==> src/rtl/pws_pkg.sv <==
// Package for the page write sequencer: shared transaction state encoding.
// Assumes nothing beyond IEEE 1800-2017 enum support.
package pws_pkg;

    // Transaction phase of the page write sequencer.
    typedef enum logic [1:0] {
        PH_IDLE    = 2'd0,  // no write transaction open
        PH_COLLECT = 2'd1,  // address received, gathering data bytes
        PH_BLOCKED = 2'd2,  // protection hit, waiting for stop or start
        PH_COMMIT  = 2'd3   // write cycle running
    } phase_t;

endpackage

==> src/rtl/pws_page_latch.sv <==
// Page latch: one data register and one valid bit per in-page offset, plus
// the page number and the wrapping offset pointer.
// Assumes PAGE_BYTES is a power of two. Priority is clear, then load, then write.
module pws_page_latch #(
    parameter int ADDR_W     = 11,
    parameter int DATA_W     = 8,
    parameter int PAGE_BYTES = 16,
    localparam int OFS_W     = $clog2(PAGE_BYTES),
    localparam int PAGE_W    = ADDR_W - OFS_W
) (
    input  logic                         clk,
    input  logic                         rst_n,
    input  logic                         clear,
    input  logic                         load,
    input  logic [ADDR_W-1:0]            load_addr,
    input  logic                         wr,
    input  logic [DATA_W-1:0]            wdata,
    output logic [PAGE_W-1:0]            page,
    output logic [PAGE_BYTES-1:0]        valid,
    output logic [PAGE_BYTES*DATA_W-1:0] data_flat,
    output logic                         any_valid
);

    logic [OFS_W-1:0]  ptr;
    logic [DATA_W-1:0] mem [PAGE_BYTES];

    // Page number and offset pointer: loaded from the word address, stepped per byte.
    always_ff @(posedge clk) begin
        if (!rst_n) begin
            page <= '0;
            ptr  <= '0;
        end else if (load) begin
            page <= load_addr[ADDR_W-1:OFS_W];
            ptr  <= load_addr[OFS_W-1:0];
        end else if (wr && !clear) begin
            ptr <= ptr + 1'b1;
        end
    end

    // Valid bits and data registers: set on a write, cleared on clear or a new load.
    always_ff @(posedge clk) begin
        if (!rst_n) begin
            valid <= '0;
            for (int i = 0; i < PAGE_BYTES; i++) mem[i] <= '0;
        end else if (clear || load) begin
            valid <= '0;
        end else if (wr) begin
            valid[ptr] <= 1'b1;
            mem[ptr]   <= wdata;
        end
    end

    // Flatten the per-offset registers for the commit scanner.
    for (genvar g = 0; g < PAGE_BYTES; g++) begin : g_flat
        assign data_flat[g*DATA_W +: DATA_W] = mem[g];
    end

    // Summary flag: at least one offset holds received data.
    assign any_valid = |valid;

    // an accepted byte marks the offset that the pointer held.
    a_r3_write_marks_slot: assert property (@(posedge clk) disable iff (!rst_n)
        (wr && !clear && !load) |=> valid[$past(ptr)]);

endmodule

==> src/rtl/pws_cycle_timer.sv <==
// Write cycle timer: once started, it holds busy for exactly WR_CYCLES clocks,
// exposes the running cycle index, and pulses done as busy falls.
// Assumes WR_CYCLES >= 2. A start while busy is ignored.
module pws_cycle_timer #(
    parameter int  WR_CYCLES = 1250000,
    localparam int CNT_W     = $clog2(WR_CYCLES + 1)
) (
    input  logic             clk,
    input  logic             rst_n,
    input  logic             start,
    output logic             busy,
    output logic [CNT_W-1:0] cnt,
    output logic             last,
    output logic             done
);

    localparam logic [CNT_W-1:0] LAST_IDX = CNT_W'(WR_CYCLES - 1);

    // Final busy cycle of the window.
    assign last = busy && (cnt == LAST_IDX);

    // Busy window counter with the end-of-cycle pulse.
    always_ff @(posedge clk) begin
        if (!rst_n) begin
            busy <= 1'b0;
            cnt  <= '0;
            done <= 1'b0;
        end else begin
            done <= 1'b0;
            if (busy) begin
                if (cnt == LAST_IDX) begin
                    busy <= 1'b0;
                    cnt  <= '0;
                    done <= 1'b1;
                end else begin
                    cnt <= cnt + 1'b1;
                end
            end else if (start) begin
                busy <= 1'b1;
                cnt  <= '0;
            end
        end
    end

    // Checker counter: length of the current busy run.
    logic [CNT_W-1:0] run_len;
    always_ff @(posedge clk) begin
        if (!rst_n)    run_len <= '0;
        else if (busy) run_len <= run_len + 1'b1;
        else           run_len <= '0;
    end

    // busy lasts exactly WR_CYCLES cycles.
    a_r4_busy_length: assert property (@(posedge clk) disable iff (!rst_n)
        $fell(busy) |-> (run_len == CNT_W'(WR_CYCLES)));

    // done appears only in the first cycle after busy falls.
    a_r4_done_after_busy: assert property (@(posedge clk) disable iff (!rst_n)
        done |-> ($past(busy) && !busy));

    // done is a single-cycle pulse.
    a_r4_done_single: assert property (@(posedge clk) disable iff (!rst_n)
        done |=> !done);

endmodule

==> src/rtl/pws_commit_scan.sv <==
// Commit scanner: during the busy window, slot k (k < PAGE_BYTES) is given to
// page offset k. A request is raised only when that offset holds received data.
// Assumes WR_CYCLES > PAGE_BYTES, so every slot falls inside the window.
module pws_commit_scan #(
    parameter int ADDR_W     = 11,
    parameter int DATA_W     = 8,
    parameter int PAGE_BYTES = 16,
    parameter int CNT_W      = 21,
    localparam int OFS_W     = $clog2(PAGE_BYTES),
    localparam int PAGE_W    = ADDR_W - OFS_W
) (
    input  logic                         busy,
    input  logic [CNT_W-1:0]             cnt,
    input  logic [PAGE_W-1:0]            page,
    input  logic [PAGE_BYTES-1:0]        valid,
    input  logic [PAGE_BYTES*DATA_W-1:0] data_flat,
    input  logic                         clk,
    input  logic                         rst_n,
    output logic                         arr_we,
    output logic [ADDR_W-1:0]            arr_addr,
    output logic [DATA_W-1:0]            arr_wdata
);

    logic             in_window;
    logic [OFS_W-1:0] idx;

    // Slot decode: the low counter bits name the offset being offered.
    always_comb begin
        in_window = busy && (cnt < CNT_W'(PAGE_BYTES));
        idx       = cnt[OFS_W-1:0];
    end

    // Request generation and data selection for the current slot.
    always_comb begin
        arr_we    = in_window && valid[idx];
        arr_addr  = {page, idx};
        arr_wdata = data_flat[idx*DATA_W +: DATA_W];
    end

    // array writes happen only while the cycle is running.
    a_r5_write_in_busy: assert property (@(posedge clk) disable iff (!rst_n)
        arr_we |-> busy);

endmodule

==> src/rtl/page_write_sequencer.sv <==
// Page write sequencer top: tracks the write transaction, feeds the page
// latch, starts the cycle timer at a qualifying stop and routes the commit
// scanner to the array port.
// Assumes single-cycle strobes from the protocol engine. Within a cycle, stop
// takes priority over start, start over address, and address over data.
module page_write_sequencer #(
    parameter int ADDR_W     = 11,
    parameter int DATA_W     = 8,
    parameter int PAGE_BYTES = 16,
    parameter int WR_CYCLES  = 1250000
) (
    input  logic              clk,
    input  logic              rst_n,
    input  logic              wr_addr_stb,
    input  logic [ADDR_W-1:0] wr_addr,
    input  logic              byte_stb,
    input  logic [DATA_W-1:0] byte_data,
    input  logic              stop_stb,
    input  logic              start_stb,
    input  logic              wr_inhibit,
    output logic              arr_we,
    output logic [ADDR_W-1:0] arr_addr,
    output logic [DATA_W-1:0] arr_wdata,
    output logic              busy,
    output logic              done
);
    import pws_pkg::*;

    localparam int OFS_W  = $clog2(PAGE_BYTES);
    localparam int PAGE_W = ADDR_W - OFS_W;
    localparam int CNT_W  = $clog2(WR_CYCLES + 1);

    phase_t                         phase, phase_nx;
    logic                           lat_clear, lat_load, lat_wr;
    logic [PAGE_W-1:0]              lat_page;
    logic [PAGE_BYTES-1:0]          lat_valid;
    logic [PAGE_BYTES*DATA_W-1:0]   lat_data;
    logic                           lat_any;
    logic                           tmr_start, tmr_last;
    logic [CNT_W-1:0]               tmr_cnt;

    // Phase decode and latch/timer controls for this cycle.
    always_comb begin
        phase_nx  = phase;
        lat_clear = 1'b0;
        lat_load  = 1'b0;
        lat_wr    = 1'b0;
        tmr_start = 1'b0;
        case (phase)
            PH_IDLE: begin
                if (wr_addr_stb && !stop_stb && !start_stb) begin
                    lat_load = 1'b1;
                    phase_nx = PH_COLLECT;
                end
            end
            PH_COLLECT: begin
                if (stop_stb) begin
                    if (lat_any) begin
                        tmr_start = 1'b1;
                        phase_nx  = PH_COMMIT;
                    end else begin
                        lat_clear = 1'b1;
                        phase_nx  = PH_IDLE;
                    end
                end else if (start_stb) begin
                    lat_clear = 1'b1;
                    phase_nx  = PH_IDLE;
                end else if (wr_addr_stb) begin
                    lat_load = 1'b1;
                end else if (byte_stb && wr_inhibit) begin
                    lat_clear = 1'b1;
                    phase_nx  = PH_BLOCKED;
                end else if (byte_stb) begin
                    lat_wr = 1'b1;
                end
            end
            PH_BLOCKED: begin
                if (stop_stb || start_stb) begin
                    lat_clear = 1'b1;
                    phase_nx  = PH_IDLE;
                end
            end
            PH_COMMIT: begin
                if (tmr_last) begin
                    lat_clear = 1'b1;
                    phase_nx  = PH_IDLE;
                end
            end
            default: phase_nx = PH_IDLE;
        endcase
    end

    // Phase register.
    always_ff @(posedge clk) begin
        if (!rst_n) phase <= PH_IDLE;
        else        phase <= phase_nx;
    end

    pws_page_latch #(
        .ADDR_W     (ADDR_W),
        .DATA_W     (DATA_W),
        .PAGE_BYTES (PAGE_BYTES)
    ) u_latch (
        .clk       (clk),
        .rst_n     (rst_n),
        .clear     (lat_clear),
        .load      (lat_load),
        .load_addr (wr_addr),
        .wr        (lat_wr),
        .wdata     (byte_data),
        .page      (lat_page),
        .valid     (lat_valid),
        .data_flat (lat_data),
        .any_valid (lat_any)
    );

    pws_cycle_timer #(
        .WR_CYCLES (WR_CYCLES)
    ) u_timer (
        .clk   (clk),
        .rst_n (rst_n),
        .start (tmr_start),
        .busy  (busy),
        .cnt   (tmr_cnt),
        .last  (tmr_last),
        .done  (done)
    );

    pws_commit_scan #(
        .ADDR_W     (ADDR_W),
        .DATA_W     (DATA_W),
        .PAGE_BYTES (PAGE_BYTES),
        .CNT_W      (CNT_W)
    ) u_scan (
        .busy      (busy),
        .cnt       (tmr_cnt),
        .page      (lat_page),
        .valid     (lat_valid),
        .data_flat (lat_data),
        .clk       (clk),
        .rst_n     (rst_n),
        .arr_we    (arr_we),
        .arr_addr  (arr_addr),
        .arr_wdata (arr_wdata)
    );

    // outputs are quiet in the cycle after reset.
    a_r1_reset_quiet: assert property (@(posedge clk)
        !rst_n |=> (!busy && !done && !arr_we));

    // a qualifying stop raises busy on the next clock.
    a_r4_busy_rises: assert property (@(posedge clk) disable iff (!rst_n)
        (phase == PH_COLLECT && stop_stb && lat_any) |=> busy);

    // array writes happen only in the commit phase.
    a_r6_write_only_commit: assert property (@(posedge clk) disable iff (!rst_n)
        arr_we |-> (phase == PH_COMMIT));

    // a blocked transaction holds no data.
    a_r7_blocked_empty: assert property (@(posedge clk) disable iff (!rst_n)
        (phase == PH_BLOCKED) |-> !lat_any);

    // a repeated start empties the latch.
    a_r8_restart_discards: assert property (@(posedge clk) disable iff (!rst_n)
        (phase == PH_COLLECT && start_stb && !stop_stb) |=> !lat_any);

    // the latch is frozen while the cycle runs.
    a_r9_frozen_in_busy: assert property (@(posedge clk) disable iff (!rst_n)
        (busy && !tmr_last) |=> $stable(lat_valid));

    // the latch is empty once the cycle is done.
    a_r10_cleared_at_done: assert property (@(posedge clk) disable iff (!rst_n)
        done |-> !lat_any);

endmodule

==> config.mk <==
export PLATFORM = sky130hd
export DESIGN_NAME = page_write_sequencer
export DESIGN_NICKNAME = d
export VERILOG_FILES = /design/src/rtl/pws_pkg.sv /design/src/rtl/pws_page_latch.sv /design/src/rtl/pws_cycle_timer.sv /design/src/rtl/pws_commit_scan.sv /design/src/rtl/page_write_sequencer.sv
export SDC_FILE = /design/constraint.sdc
export NUM_CORES = 1
export LEC_CHECK = 0
export ABC_AREA = 1
export BUFFER_PORTS_ARGS = -buffer_cell sky130_fd_sc_hd__buf_2
export CAP_MARGIN = 40
export CORE_MARGIN = 8
export CORE_UTILIZATION = 25
export CTS_BUF_LIST = sky130_fd_sc_hd__clkbuf_16
export DETAILED_ROUTE_END_ITERATION = 12
export GPL_TIMING_DRIVEN = 0
export PLACE_DENSITY_LB_ADDON = 0.1
export SYNTH_ARGS = -nofsm -noshare
export SYNTH_HDL_FRONTEND = slang
export SYNTH_SLANG_ARGS = --single-unit
==> constraint.sdc <==
create_clock -name clk -period 2.3 [get_ports clk]
set_input_delay 0.115 -clock clk [delete_from_list [all_inputs] [get_ports clk]]
set_output_delay 0.115 -clock clk [all_outputs]
set_load 0.02 [all_outputs]
### Word-level counts from Yosys, hierarchy flattened

Memory sizes are Yosys's and may differ from the RTL's.
Cells that the tools add are included.

| cells by class | value |
|---|---|
| $add $sub $neg | 2 |
| order comparisons | 4 |
| eq/ne operators | 9 |
| shifts and indexed selects | 1 |
| multiplexer cells | 52 |
| bitwise logic cells | 2 |
| reductions and logical operators | 21 |

Operators by type and width:

| operator | number |
|---|---|
| $shiftx A128 B8 Y8 | 1 |
| $mux W21 | 3 |
| $mux W1 | 32 |
| $add A21 B1 Y21 const B | 1 |
| $eq A21 B21 Y1 const B | 1 |
| $lt A21 B5 Y1 const B | 1 |
| $mux W2 | 8 |
| $or A16 B16 Y16 | 1 |
| $reduce_or A16 Y1 | 1 |
| $mux W4 | 3 |
| $lt A4 B5 Y1 const B | 2 |
| $logic_and A1 B1 Y1 | 8 |
| $mux W8 | 1 |
| $ne A4 B4 Y1 const B | 2 |
| $pmux W2 S4 | 1 |
| $reduce_or A8 Y1 | 1 |
| $ne A2 B2 Y1 const B | 3 |
| $reduce_and A5 Y1 | 1 |
| $add A4 B1 Y4 const B | 1 |
| $bmux W1 S4 | 1 |
| $demux W1 S4 | 1 |
| $eq A2 B2 Y1 const B | 2 |
| $ge A4 B1 Y1 const B | 1 |
| $reduce_bool A2 Y1 | 2 |
| 9 further kinds | 12 |

| word-level totals | value |
|---|---|
| bits in registers | 52 |
| memory bits (writable) | 128 |
| memories kept | 1 |

Memories:

| memory | depth | width | rd ports | clocked after memory_dff | write ports | line | RTL |
|---|---|---|---|---|---|---|---|
| u_latch.mem | 16 | 8 | 16 | 0 | 16 | pws_page_latch.sv:25 | `logic [DATA_W-1:0] mem [PAGE_BYTES];` |

### Depth between registers and ports, before layout

Gate-level depths: netlist of the first run.

| depth | value |
|---|---|
| depth after elaboration | 12 |
| gate-level depth with buffers | 11 |

### Modules after synthesis

A second synthesis of the first run with hierarchy kept.

| second synthesis, totals | value |
|---|---|
| cell total of the unflattened synthesis | 1080 |
| area total of the unflattened synthesis | 9416.5 µm² |

Modules (own cells, without submodules):

| module | instances | cells each | area each (µm²) | seq. area each (µm²) |
|---|---|---|---|---|
| pws_page_latch | 1 | 468 | 6097.1 | 4384.2 |
| pws_commit_scan | 1 | 339 | 1591.5 | 0.0 |
| pws_cycle_timer | 1 | 234 | 1520.2 | 460.4 |
| page_write_sequencer | 1 | 39 | 207.7 | 40.0 |

### Least setup slack after synthesis of the first run

Ideal clock, no wire load.

| timing path | value |
|---|---|
| kind | reg2reg |
| start point | register phase[0] |
| end point | memory u_latch.mem[10][0], enable pin |
| library setup time | 0.329 ns |
| data arrival time | 1.460 ns |
| data required time | 1.971 ns |
| slack | 0.511 ns |
| cell stages (with the launch flop) | 11 |
| period minus slack after synthesis | 1.789 ns |
| path through | dfxtp_1 > inv_2 > nor2_2 > nand2_1 > inv_2 > nand2_2 > nor2_4 > inv_2 > nor2_8 > nand2_4 > nand2_1 |

RTL lines:

| item | line | RTL |
|---|---|---|
| start, declared | page_write_sequencer.sv:33 | `phase_t phase, phase_nx;` |
| start signal, assigned | page_write_sequencer.sv:96 | `else phase <= phase_nx;` |
| end, declared | pws_page_latch.sv:25 |  |

### Worst setup path after layout of the first run

| timing path | value |
|---|---|
| start point | register u_timer.cnt[1] |
| end point | output port arr_wdata[6] |

| on the way | value |
|---|---|
| word-level cells in the longest chain between the ends | 1 |

RTL lines:

| item | line | RTL |
|---|---|---|
| start, declared | pws_cycle_timer.sv:12 | `output logic [CNT_W-1:0] cnt,` |
| start signal, assigned | pws_cycle_timer.sv:36 | `cnt <= cnt + 1'b1;` |
| $shiftx A128 B8 Y8 | pws_commit_scan.sv:37 | `arr_wdata = data_flat[idx*DATA_W +: DATA_W];` |
| end, declared | page_write_sequencer.sv:23 | `output logic [DATA_W-1:0] arr_wdata,` |

Every way passes these cells.

==> results of run 1 <==
-- through the flow --
step | TNS (ns) | hold slack (ns) | total power (uW) | area, um2
after global routing | 0 | 0.0952 | 7220 | 10500
after floorplan | 0 | 0.260 | 3820 | 8690
after detailed placement | -12.01 | 0.373 | 3960 | 9490
after global placement | -13.73 | 0.368 | 3970 | 9490
after CTS | -0.0203 | 0.0579 | 7060 | 10400
final | 0 | 0.0795 | 7010 | 10500
-- layer usage --
metal | part of all wire, % | vias to the layer above | wire, um | GRT usage, %
met2 | 46 | 132 | 14000 | 23.4
met1 | 49 | 3507 | 14900 | 20.9
met5 | 0 | - | 0 | 0
li1 | - | 3494 | - | -
met4 | 1.2 | 0 | 368 | 3.65
met3 | 2.9 | 21 | 875 | 2.18
-- what timing repair did --
item / 4_1_cts / 5_1_grt
hold buffers: 11 / 0
hold endpoints to repair: 11 / 0
endpoints found under the setup margin: 99 / 121
buffers inserted: 0 / 4
gates resized for setup: 75 / 36
pin swaps: 5 / 9
-- cell usage in the layout, fill, tap and decap left out, drive strengths merged, types with 18 or more instances in the layout --
| cell type | Yosys | final |
|---|---|---|
| inv | 51 | 56 |
| buf | 14 | 71 |
| o21ai | 78 | 78 |
| nor2 | 263 | 263 |
| nand3 | 47 | 47 |
| dfxtp | 52 | 52 |
| clkbuf | 35 | 45 |
| a31oi | 22 | 22 |
| edfxtp | 128 | 128 |
| nand2 | 165 | 165 |
| a21oi | 36 | 36 |
| o22ai | 18 | 18 |
-- state kept, by name (all words and copies together) (netlist names) --
signal	count
u_timer.busy	1
u_latch.valid	16
u_timer.done	1
u_latch.page	7
u_timer.cnt	21
u_latch.ptr	4
u_latch.mem	128
phase	2
-- power breakdown --
group / switching, uW / internal (uW)
sequential: 27.5 / 3540
clock: 1370 / 1720
combinational: 259 / 94.2
-- Yosys cell counts --
cell type  count
a21oi_1       36
a22oi_1        2
a31oi_1       21
a31oi_2        1
a32o_1         1
and3_1         1
buf_1          3
buf_12         1
buf_2          4
buf_4          6
clkbuf_1      35
clkinv_1       3
clkinv_2       1
dfxtp_1       52
edfxtp_1     128
ha_1           5
inv_1         43
inv_2          8
nand2_1      150
nand2_2        2
nand2_4       13
nand3_1       46
nand3_2        1
nand3b_1       2
nand3b_4       1
nand4_1       14
nand4_4        1
nor2_1       241
nor2_2        16
nor2_4         3
nor2_8         3
nor3_1         7
nor3b_1        1
nor4_1         2
o211ai_1       3
o21a_1         1
o21ai_0       78
o221ai_1      14
o22ai_1       18
o31ai_1        1
or2_2          3
xnor2_1        1
-- cell families after synthesis --
family                     count (synthesis)  share of synthesized area (%)
xor gates and xnor gates                   1                          0.101
DFF                                      180                           56.2
adders and majority gates                  5                          0.720
buffers and inverters                    104                           5.01
AOI/OAI and AO/OA                        176                           11.7
and+or+nand+nor                          507                           26.3
-- how the worst max path moves through the flow --
stage                    from  depth (start not counted)            endpoint
5_1_grt        u_timer.cnt[1]                          8        arr_wdata[6]
4_1_cts        u_timer.cnt[1]                          7        arr_wdata[6]
3_5_place_dp   u_latch.ptr[0]                          4  u_latch.mem[15][2]
2_1_floorplan        phase[0]                         10  u_latch.mem[10][0]
6_report       u_timer.cnt[1]                          8        arr_wdata[6]
3_3_place_gp   u_latch.ptr[0]                          4   u_latch.mem[3][1]
-- critical path, delay by kind of cell, from the launching register on --
| family | cells | cell delay, ns |
|---|---|---|
| AND/OR/NAND/NOR | 2 | 0.37 |
| buffers and inverters | 4 | 0.62 |
| AO/OA/AOI/OAI | 2 | 0.31 |
| flip-flops | 1 | 0.34 |
-- area by class of cell --
| type | instances | area (um2) |
|---|---|---|
| well taps | 455 | 569 |
| multi-input cells | 689 | 3540 |
| plain buffers | 48 | 335 |
| flip-flops and latches | 180 | 4890 |
| clock buffers | 17 | 425 |
| repair buffers | 62 | 388 |
| clock inverters | 15 | 180 |
| fillers | 3670 | 23800 |
| inverters | 55 | 221 |
==> impl_metrics.csv, run 1 <==
group,metric,value,unit
outcome,outcome,"complete, no violations",
run,drv_cap,0,
layout,diodes,0,
global_routing,grt_pass1_wl,45500,um
setup_path,critPathLaunchType,"flop",
sta,worstMarginPinSlew,1.43,ns
hold_path,hold_end,"phase[1]",
synthesis,synth-seq-cells,180,
routing,wl_per_cell,19.8,um
global_routing,antenna_found_initial,0,
synthesis,yosys.area.top_type,"edfxtp_1",
place,dp_hpwl,21400,um
sta,relSlewSlack,4.80,%
routing,vias_per_cell,4.70,
floorplanning,die_x,202,um
layout,final_core_utilization,30.7,%
setup_path,worst-path-max-fanout,10,
sta,rsz0062_at_grt,"false",
setup_path,worst-r2r-cell-count,9,
global_routing,grt_pass1_vias,7118,
hold_path,holdPathStages,4,
setup_path,crit_path_end_kind,"primary output",
floorplanning,rows,68,
synthesis,synth.cell_area,0.00869,mm2
routing,finalWirelength,30100,um
global_routing,grt_usage,14.8,%
setup_path,reg2reg_setup_slack,0.18,ns
floorplanning,die-area,0.0410,mm2
clocking,cts-root-buf,"clkbuf_16",
place,gp_congestion,0.842,
sta,finalMaxSlewViolations,0,
synthesis,netlist_instances,973,
synthesis,yosysWarnings,0,
place,numPlacedInstances,1474,
clocking,cts.clk_slew.worst_paths,0.07,ns
clocking,cts.sinks,180,
layout,drive_gt1_share,18.7,%
routing,first_pass_iters,5,
sta,max_freq,451,MHz
clocking,cts_tree,"built",
synthesis,synth_top_area_share,44.2,%
layout,synthToLayoutAreaGrowth,21.4,%
hold_path,hold_path_startpoint,"wr_addr_stb",
setup_path,slowest_stage,"dfxtp_2",
setup_path,r2r-start,"phase[1]",
setup_path,arrival,2.10,ns
place,io_buffers,46,
floorplanning,die_h,202,um
routing,ant_nets,0,
setup_path,crit_type,"reg2out",
floorplanning,io_pins,48,
synthesis,ys_seq_area_share,56.2,%
pwr,power.leakage,0.00417,uW
synthesis,syn_nets,1004,
synthesis,syn_area_per_cell,8.93,um2
setup_path,crit_path_max_incr_delay,0.34,ns
sta,min_period,2.22,ns
clocking,htree_levels,4,
pwr,ir_worst_vdd,0.000549,V
layout,fin_cells,1521,
routing,drt_iter0_markers,503,
sta,setup_violations,0,
sta,final_hold_viol_count,0,
hold_path,hold_class,"in2reg",
routing,drc,0,
layout,num-nets-final,1084,
clocking,clockBufferDepth,2,
setup_path,cp_common_cell,"nand3_1",
clocking,clk_latency,0.44,ns
clocking,cts_buffers,17,
setup_path,reg2reg_to,"u_latch.mem[10][2]",
setup_path,cp.required,2.18,ns
sta,fin_skew,0.0115,ns
sta,fin_crit_sh,96.5,%
pwr,p_per_area,664,mW/mm2
sta,setup_ws,0.0814,ns
floorplanning,core-area,0.0344,mm2
global_routing,grt_max_degree,17,
routing,vias,7154,
floorplanning,start_util,25.3,%
synthesis,yosys-top-cells-area,"edfxtp_1, dfxtp_1, nor2_1, nand2_1, o21ai_0",
global_routing,gr-total-overflow,0,
synthesis,synth_cell_type_count,42,
place,dp_slack,-0.333,ns
setup_path,cp_cell_sequence,"buf_6, inv_8, buf_4, o21ai_0, o221ai_1, nand3_1, nand3_1, buf_2",
Note: power is estimated with default switching activity, not from simulation.
==> inputs of run 2 (changes only) <==
--- a/config.mk
+++ b/config.mk
@@ -14,6 +14,8 @@
 export DETAILED_ROUTE_END_ITERATION = 12
 export GPL_TIMING_DRIVEN = 0
 export PLACE_DENSITY_LB_ADDON = 0.1
+export SKIP_CTS_REPAIR_TIMING = 1
 export SYNTH_ARGS = -nofsm -noshare
 export SYNTH_HDL_FRONTEND = slang
+export SYNTH_HIERARCHICAL = 1
 export SYNTH_SLANG_ARGS = --single-unit
==> run 2 against run 1 <==
  * The run now ends with negative hold slack, negative setup slack left
  * Register-to-register slack worse by 0.47 ns
  * Non-clock buffer count up 45
  * Setup slack worse by 0.37 ns
  * Sequential cell count unchanged
  * Maximum frequency down 14%
  * Sequential share of layout area down 4.5 points
  * Via count up 7.5%
  * Clock power down 5%
==> impl_metrics.csv, run 2 <==
group,metric,value,unit
sta,max_freq,386,MHz
routing,dr_wl_met3,1000,um
clocking,cts.sinks,180,
synthesis,synth-main-ff-cell,"edfxtp_1",
synthesis,async_flop_share,0,%
setup_path,crit_type,"reg2reg",
layout,top_regs,"u_latch/mem: 128 flops, u_timer/cnt: 21 flops, u_latch/valid: 16 flops",
place,dp_slack,-0.576,ns
setup_path,path_delay_family,"simple AND/OR/NAND/NOR gates",
synthesis,synth_top_area_share,40.8,%
pwr,ir_worst_vdd,0.000409,V
synthesis,netlist_instances,1080,
setup_path,reg2reg_setup_slack,-0.29,ns
global_routing,grt_usage,14.5,%
setup_path,arrival,2.77,ns
routing,drt_iter0_markers,526,
layout,drive_gt1_share,23.6,%
global_routing,grt_max_degree,19,
synthesis,yosysMostFrequentCell,"nor2_1",
global_routing,grt_pass1_vias,7415,
synthesis,syn_area_per_cell,8.72,um2
sta,whs,-0.0102,ns
sta,relSlewSlack,31.4,%
synthesis,synth-seq-cells,180,
setup_path,worst-path-max-fanout,7,
synthesis,yosys.area.top_type,"edfxtp_1",
synthesis,synth_cell_type_count,40,
floorplanning,die_x,210,um
place,gp_congestion,0.814,
run,drv_cap,0,
hold_path,hold_end,"u_latch/ptr[3]",
sta,fin_crit_sh,113,%
synthesis,synth.cell_area,0.00942,mm2
global_routing,grt_pass1_wl,47900,um
setup_path,crit_path_max_incr_delay,0.38,ns
setup_path,crit_path_end_kind,"flop",
layout,top_register,"u_latch/mem",
place,dp_hpwl,23300,um
routing,vias_per_cell,4.49,
sta,final.setup.tns,-50.48,ns
setup_path,r2r-start,"u_timer/cnt[0]",
outcome,violations,"negative hold slack, negative setup slack",
floorplanning,start_util,25.2,%
clocking,cts_tree,"built",
clocking,cts.clk_slew.worst_paths,0.08,ns
layout,finalInstanceArea,0.0117,mm2
sta,fin_skew,0.0173,ns
synthesis,synth-edff-count,128,
hold_path,holdPathStages,5,
setup_path,reg2reg_to,"u_latch/mem[11][2]",
sta,finalMaxSlewViolations,0,
hold_path,hold_class,"in2reg",
layout,final_cell_mix,"nor2_1, nand2_1, edfxtp_1",
pwr,power.leakage,0.00436,uW
layout,final_common_cell,"nor2_1",
sta,setup_violations,272,
hold_path,hold_path_startpoint,"wr_addr[3]",
sta,final_hold_viol_count,1,
layout,num-nets-final,1223,
sta,min_period,2.59,ns
routing,ant_nets,0,
routing,dr.max_layer_used,"met4",
layout,diodes,0,
place,placed_area,0.0106,mm2
setup_path,worst-r2r-cell-count,18,
global_routing,gr-total-overflow,0,
setup_path,slowest_stage,"dfxtp_4",
setup_path,critPathLaunchType,"flop",
setup_path,cp_cell_sequence,"ha_4, nand2_4, nor2_8, inv_4, nor2_4, nand4_1, inv_2, nor2_2, a21oi_2, nand3_2, nor2_4, inv_2, nand3_4, nor2_4, buf_12, nand3_4, buf_6, nor2_1",
layout,final_core_utilization,31.4,%
place,numPlacedInstances,1643,
routing,finalWirelength,33300,um
synthesis,yosysWarnings,6,
sta,rsz0062_at_grt,"true",
layout,largest_reg_flops,128,
floorplanning,die-area,0.0441,mm2
routing,first_pass_iters,5,
synthesis,ys_top_cells_by_count,"nor2_1, nand2_1, edfxtp_1",
place,io_buffers,47,
clocking,cts_buffers,17,
outcome,outcome,"finished, violations left",
floorplanning,die_h,210,um
clocking,clk_latency,0.46,ns
routing,wl_met1,16000,um
routing,wl_per_cell,19.4,um
routing,vias,7689,
setup_path,cp_num_buf_inv,5,
synthesis,syn_nets,1113,
setup_path,cp.required,2.48,ns
global_routing,antenna_found_initial,0,
layout,fin_cells,1714,
layout,synthToLayoutAreaGrowth,24.5,%
clocking,cts-root-buf,"clkbuf_16",
sta,worstMarginPinSlew,1.03,ns
clocking,clockBufferDepth,2,
floorplanning,rows,71,
routing,drc,0,
floorplanning,io_pins,48,
sta,setup_ws,-0.288,ns
synthesis,yosys-top-cells-area,"edfxtp_1, dfxtp_1, nor2_1, nand2_1, nand3_1",
clocking,htree_levels,4,
routing,met2_wirelength,15700,um
pwr,p_per_area,618,mW/mm2
synthesis,ys_seq_area_share,51.9,%
setup_path,cp_common_cell,"nor2_4",
floorplanning,core-area,0.0374,mm2
## run 2: changes by cell type in the layout (fill, tap and decap cells not counted), moves of 11 or more
| cell | change |
|---|---|
| nor3_1 | +38 |
| nor3_2 | +18 |
| nand3_4 | +11 |
| dfxtp_1 | -11 |
| nand3_1 | +56 |
| a31oi_1 | -21 |
| nand2_4 | -12 |
| inv_1 | +30 |
| a21oi_1 | -14 |
| o221ai_1 | -11 |
| buf_4 | +29 |
| o22ai_1 | -12 |
## run 2: metal layers
metal  up-vias  GRT usage (%)
met5         -              0
met4         0           4.35
met2       148           23.3
met1      3658           19.9
li1       3855              -
met3        28           2.23
## run 2: through the flow
step / total power [uW] / hold WS (ns)
2_1_floorplan: 4100 / 0.235
3_3_place_gp: 4310 / 0.337
3_5_place_dp: 4310 / 0.346
4_1_cts: 7290 / -0.133
5_1_grt: 7540 / 0.0153
6_report: 7250 / -0.0102
## run 2: cell families after synthesis
family                   Yosys count  share of synthesized area [%]
AND/OR/NAND/NOR                  603                           30.9
flip-flops                       180                           51.9
buffers and inverters            157                           8.49
AO/OA/AOI/OAI                    127                           7.26
adder cells (fa/ha/maj)            7                          0.930
XOR/XNOR                           6                          0.558
## run 2: how the worst max path moves through the flow
| stage | start | endpoint | slack [ns] | cells past startpoint |
|---|---|---|---|---|
| finish | u_timer/cnt[0] | u_latch/mem[11][2] | -0.29 | 18 |
| global route | u_timer/cnt[0] | u_latch/mem[10][7] | -0.39 | 17 |
| CTS | u_timer/cnt[0] | u_latch/mem[8][2] | -0.58 | 17 |
| detailed placement | u_timer/cnt[0] | u_latch/mem[8][2] | -0.58 | 17 |
| global placement | u_timer/cnt[2] | u_latch/mem[14][4] | -0.60 | 16 |
| floorplan | u_timer/cnt[0] | u_latch/mem[1][0] | 0.005 | 17 |
## run 2: power by group
group          internal, uW  total, uW  leakage (uW)  switching (uW)
Clock                  1440       2930      0.000273            1490
Sequential             3560       3620       0.00175            60.8
Combinational           231        698       0.00234             467
## run 2: worst reg2reg max path, cell delays in order (launching register included)
cell	delay (ns)
dfxtp_4	0.38
ha_4	0.16
nand2_4	0.07
nor2_8	0.14
inv_4	0.05
nor2_4	0.06
nand4_1	0.19
inv_2	0.13
nor2_2	0.04
a21oi_2	0.10
nand3_2	0.12
nor2_4	0.12
inv_2	0.06
nand3_4	0.10
nor2_4	0.08
buf_12	0.16
nand3_4	0.14
buf_6	0.17
nor2_1	0.05
## run 2: cell type report
type	count	area, um2
buffer	67	532
fill	3991	25700
multi-input combinational	746	4050
inverter	90	352
clock inverter	15	144
tap	511	639
timing repair buffer	88	673
clock buffer	17	425
sequential	180	4910
